File: src/rtl/epc_pkg.sv
package epc_pkg;
    localparam int POS_W = 32;
    localparam int CNT_W = 8;
    localparam int NEV   = 6;

    // event slot indices
    localparam int EV_UP_RISE = 0;
    localparam int EV_UP_FALL = 1;
    localparam int EV_LO_RISE = 2;
    localparam int EV_LO_FALL = 3;
    localparam int EV_DELAYED = 4;
    localparam int EV_HALL    = 5;

    // slots that also record the position
    localparam logic [NEV-1:0] CAP_MASK = 6'b110011;

    typedef logic signed [POS_W-1:0] pos_t;
    typedef logic [CNT_W-1:0]        cnt_t;

    typedef struct packed {
        cnt_t [NEV-1:0] cnt;
        pos_t [NEV-1:0] cap;
    } view_t;

    function automatic cnt_t bump(input cnt_t c);
        return c + cnt_t'(1);
    endfunction
endpackage

File: src/rtl/epc_edge_detect.sv
module epc_edge_detect #(
    parameter int N = 3
) (
    input  logic         clk,
    input  logic         rst,
    input  logic [N-1:0] lines,
    output logic [N-1:0] rise,
    output logic [N-1:0] fall
);
    logic [N-1:0] prev_q;

    always_ff @(posedge clk) begin
        if (rst) prev_q <= '0;
        else     prev_q <= lines;
    end

    assign rise = lines & ~prev_q;
    assign fall = ~lines & prev_q;
endmodule

File: src/rtl/epc_delay_timer.sv
module epc_delay_timer #(
    parameter int DELAY_TICKS = 32
) (
    input  logic clk,
    input  logic rst,
    input  logic start,
    input  logic tick,
    output logic pending,
    output logic expire
);
    localparam int TW = $clog2(DELAY_TICKS + 1);
    localparam logic [TW-1:0] LAST = TW'(DELAY_TICKS - 1);

    logic [TW-1:0] ticks_q;
    logic          pend_q;

    assign expire  = pend_q && tick && !start && (ticks_q == LAST);
    assign pending = pend_q;

    always_ff @(posedge clk) begin
        if (rst) begin
            pend_q  <= 1'b0;
            ticks_q <= '0;
        end else if (start) begin
            pend_q  <= 1'b1;
            ticks_q <= '0;
        end else if (pend_q && tick) begin
            if (ticks_q == LAST) begin
                pend_q  <= 1'b0;
                ticks_q <= '0;
            end else begin
                ticks_q <= ticks_q + TW'(1);
            end
        end
    end
endmodule

File: src/rtl/epc_capture_bank.sv
module epc_capture_bank
    import epc_pkg::*;
(
    input  logic           clk,
    input  logic           rst,
    input  logic [NEV-1:0] ev,
    input  pos_t           position,
    output cnt_t [NEV-1:0] cnt,
    output pos_t [NEV-1:0] cap
);
    for (genvar i = 0; i < NEV; i++) begin : g_slot
        cnt_t cnt_q;
        always_ff @(posedge clk) begin
            if (rst)        cnt_q <= '0;
            else if (ev[i]) cnt_q <= bump(cnt_q);
        end
        assign cnt[i] = cnt_q;

        if (CAP_MASK[i]) begin : g_cap
            pos_t cap_q;
            always_ff @(posedge clk) begin
                if (rst)        cap_q <= '0;
                else if (ev[i]) cap_q <= position;
            end
            assign cap[i] = cap_q;
        end else begin : g_nocap
            assign cap[i] = '0;
        end
    end
endmodule

File: src/rtl/edge_pos_capture.sv
module edge_pos_capture
    import epc_pkg::*;
#(
    parameter int DELAY_TICKS = 32,
    parameter bit HALL_RISE   = 1'b0
) (
    input  logic        clk,
    input  logic        rst,
    input  logic        upper_in,
    input  logic        lower_in,
    input  logic        hall_in,
    input  logic        ms_tick,
    input  logic [31:0] position,
    input  logic        snapshot,
    output logic [31:0] cap_upper_rise,
    output logic [31:0] cap_upper_fall,
    output logic [31:0] cap_lower_delayed,
    output logic [31:0] cap_hall,
    output logic [7:0]  cnt_upper_rise,
    output logic [7:0]  cnt_upper_fall,
    output logic [7:0]  cnt_lower_rise,
    output logic [7:0]  cnt_lower_fall,
    output logic [7:0]  cnt_delayed,
    output logic [7:0]  cnt_hall
);
    logic [2:0]     rise, fall;
    logic [NEV-1:0] ev;
    logic           dly_pending, dly_expire;
    cnt_t [NEV-1:0] live_cnt;
    pos_t [NEV-1:0] live_cap;
    view_t          shadow_q;

    epc_edge_detect #(.N(3)) u_edges (
        .clk  (clk),
        .rst  (rst),
        .lines({hall_in, lower_in, upper_in}),
        .rise (rise),
        .fall (fall)
    );

    epc_delay_timer #(.DELAY_TICKS(DELAY_TICKS)) u_delay (
        .clk    (clk),
        .rst    (rst),
        .start  (fall[1]),
        .tick   (ms_tick),
        .pending(dly_pending),
        .expire (dly_expire)
    );

    assign ev[EV_UP_RISE] = rise[0];
    assign ev[EV_UP_FALL] = fall[0];
    assign ev[EV_LO_RISE] = rise[1];
    assign ev[EV_LO_FALL] = fall[1];
    assign ev[EV_DELAYED] = dly_expire;

    if (HALL_RISE) begin : g_hall_rise
        assign ev[EV_HALL] = rise[2];
    end else begin : g_hall_fall
        assign ev[EV_HALL] = fall[2];
    end

    epc_capture_bank u_bank (
        .clk     (clk),
        .rst     (rst),
        .ev      (ev),
        .position(pos_t'(position)),
        .cnt     (live_cnt),
        .cap     (live_cap)
    );

    always_ff @(posedge clk) begin
        if (rst)           shadow_q <= '0;
        else if (snapshot) shadow_q <= '{cnt: live_cnt, cap: live_cap};
    end

    assign cap_upper_rise    = shadow_q.cap[EV_UP_RISE];
    assign cap_upper_fall    = shadow_q.cap[EV_UP_FALL];
    assign cap_lower_delayed = shadow_q.cap[EV_DELAYED];
    assign cap_hall          = shadow_q.cap[EV_HALL];
    assign cnt_upper_rise    = shadow_q.cnt[EV_UP_RISE];
    assign cnt_upper_fall    = shadow_q.cnt[EV_UP_FALL];
    assign cnt_lower_rise    = shadow_q.cnt[EV_LO_RISE];
    assign cnt_lower_fall    = shadow_q.cnt[EV_LO_FALL];
    assign cnt_delayed       = shadow_q.cnt[EV_DELAYED];
    assign cnt_hall          = shadow_q.cnt[EV_HALL];
endmodule

File: config.mk
export PLATFORM = sky130hd
export DESIGN_NAME = edge_pos_capture
export DESIGN_NICKNAME = d
export VERILOG_FILES = /design/src/rtl/epc_pkg.sv /design/src/rtl/epc_edge_detect.sv /design/src/rtl/epc_delay_timer.sv /design/src/rtl/epc_capture_bank.sv /design/src/rtl/edge_pos_capture.sv
export SDC_FILE = /design/constraint.sdc
export NUM_CORES = 1
export LEC_CHECK = 0
export ABC_AREA = 0
export BUFFER_PORTS_ARGS = -buffer_cell sky130_fd_sc_hd__buf_2
export CORE_AREA = 5 5 171 173
export DETAILED_ROUTE_END_ITERATION = 10
export DIE_AREA = 0 0 176 178
export PLACE_DENSITY = 0.79
export SLEW_MARGIN = 20
export SYNTH_ARGS = -nofsm -noshare
export SYNTH_HDL_FRONTEND = slang
export SYNTH_HIERARCHICAL = 1
export SYNTH_SLANG_ARGS = --single-unit
export TNS_END_PERCENT = 1
File: constraint.sdc
create_clock -name clk -period 1.8 [get_ports clk]
set_clock_uncertainty 0.05 [all_clocks]
set_input_delay 0.27 -clock clk [delete_from_list [all_inputs] [get_ports clk]]
set_output_delay 0.27 -clock clk [all_outputs]
set_load 0.03 [all_outputs]
==> impl_metrics.tcl <==
set metrics [dict create \
    antenna_found_initial 0 \
    violations "negative setup slack" \
    register_area_um2 7250 \
    num_rows 61 \
    pre_cts_ws_ns -0.0979 \
    p_sw_w 0.00384 \
    layout.nets 1517 \
    grt_overflow 0 \
    setup_violations 15 \
    p_int_w 0.0133 \
    path_max_fanout 3 \
    io_buffers 214 \
    hpwl_mm 19.8 \
    drt-total-wl_mm 30.0 \
    synth_fp_nets 1294 \
    htreeDepth 2 \
    clockBufferDepth 3 \
    drv_slew 0 \
    clock_latency_ns 0.52 \
    reg2reg_slack_ns -0.03 \
    total_leakage_power_nw 7.26 \
    period_minus_slack_ns 1.83 \
    end_kind "register" \
    grt_usage 0.186 \
    multi_input_area_um2 5510 \
    vias 9487 \
    drive_gt1_frac 0.226 \
    die_w_um 176 \
    cts_buffers 37 \
    route.detailed.drc 0 \
    cts.clk_slew.worst_paths_ns 0.06 \
    irDropWorstVdd_mv 0.771 \
    arrival_ns 2.22 \
    layout_common_cells "dfxtp_1, nor2_1, mux2i_1" \
    maxCapViolCount 0 \
    whs_path_depth 3 \
    max_slew_margin 0.751 \
    die_area_um2 31300 \
    timing.hold.ws_ns 0.0180 \
    place_congestion 0.758 \
    setup_tns_ns -0.184 \
    cts_sinks 362 \
    critPathRequiredTime_ns 2.19 \
    diodes 0 \
    area_growth_pct 21.5 \
    outcome "finished, violations left" \
    power_frac_comb 0.059 \
    pwr-share-clk 0.459 \
    io_pins 215 \
    tightest_slew_ns 0.373 \
    grt_max_degree 57 \
    powerDensity_nw_per_um2 1060 \
    synth_area_um2 13300 \
    cts_root_buf "clkbuf_16" \
    coreArea_um2 27500 \
    max_freq_mhz 546 \
    die_y_um 178 \
    criticalPathCategory "reg2reg" \
    switching_share 0.224 \
    rsz0062_at_grt "yes" \
    synth_cells 1248 \
    crit_path_start_kind "register" \
    seqPwrFrac 0.482 \
    worst_slack_ns -0.0309 \
    r2r_cells 7 \
    yosysWarnings 6 \
    start_util 0.484 \
    post-route-period-util 1.02 \
    avgViaCountPerCell 5.14 \
    ant_nets 0 \
    grt_pass1_vias 9455 \
    n_fill_cell 2283 \
    drtIter0Drc 602 \
    final_common_cell "dfxtp_1" \
    hold_viol 0 \
    synth.avg_cell_area_um2 10.7 \
    detail_route.first_pass.iterations 5 \
    min_path_type "in2reg" \
    cts_tree "yes" \
    grt_pass1_wl_mm 48.4 \
    wl_per_cell_um 16.3 \
]
sequential cells by signal, summed over array words and instances (netlist names), 32 cells and up:
register / count
u_bank/g_slot.g_cap.cap_q: 128
u_bank/g_slot.cnt_q: 48
cap_hall: 32
cap_lower_delayed: 32
cap_upper_fall: 32
cap_upper_rise: 32
per-layer routing:
layer	vias up	GRT usage	share of wire
met5	-	0	0
met4	0	0.0523	0.022
met3	52	0.0610	0.080
met2	240	0.308	0.47
met1	4550	0.236	0.43
li1	4645	-	-
power by group through the flow:
stage / Clock, W / Sequential (W) / Combinational (W)
after global routing: 0.00843 / 0.00829 / 0.00110
after detailed placement: 0 / 0.00845 / 0.00101
after global placement: 0 / 0.00844 / 0.000990
after floorplan: 0 / 0.00853 / 0.000649
final: 0.00787 / 0.00828 / 0.00102
after CTS: 0.00806 / 0.00828 / 0.00103
worst paths after layout:
path | from | to
worst min-delay path | position[15] | u_bank/g_slot[5].g_cap.cap_q[15]
worst min register to register | cap_upper_fall[2] | cap_upper_fall[2]
worst max-delay path | u_delay/ticks_q[0] | u_bank/g_slot[4].cnt_q[6]
worst max register to register | u_delay/ticks_q[0] | u_bank/g_slot[4].cnt_q[6]
layout make-up:
| type | instances | area share |
|---|---|---|
| tap | 346 | 0.0268 |
| clock inverter | 16 | 0.0124 |
| inverter | 2 | 0.000465 |
| timing repair buffer | 262 | 0.104 |
| clock buffer | 50 | 0.0659 |
| multi-input combinational | 806 | 0.341 |
| sequential | 362 | 0.449 |
per-stage QoR:
| stage | utilization | cell area, µm² | total power, W | instances |
|---|---|---|---|---|
| floorplan | - | 13300 | 0.00918 | 1248 |
| global placement | 0.534 | 14700 | 0.00943 | 1762 |
| detailed placement | 0.534 | 14700 | 0.00946 | 1762 |
| CTS | 0.584 | 16000 | 0.0174 | 1836 |
| global route | 0.588 | 16200 | 0.0178 | 1844 |
| finish | 0.588 | 16200 | 0.0172 | 1844 |
worst max-delay path, stage by stage, from the launching register on:
cell and delay [ns]:
dfxtp_2 0.35, ha_4 0.16, nand4_4 0.12, nor4_4 0.32, buf_4 0.22, nand3_2 0.07, or3_4 0.34, a21oi_2 0.13
what timing repair did:
action                                  in CTS  in global routing
resized for setup                            5                  8
hold buffers                                 7                  0
endpoints found under the setup margin      35                 38
cloned                                       0                  2
pin swaps                                    7                  7
hold endpoints to repair                    11                  0
buffers inserted                             1                  6
(Power assumes the default switching activity.)
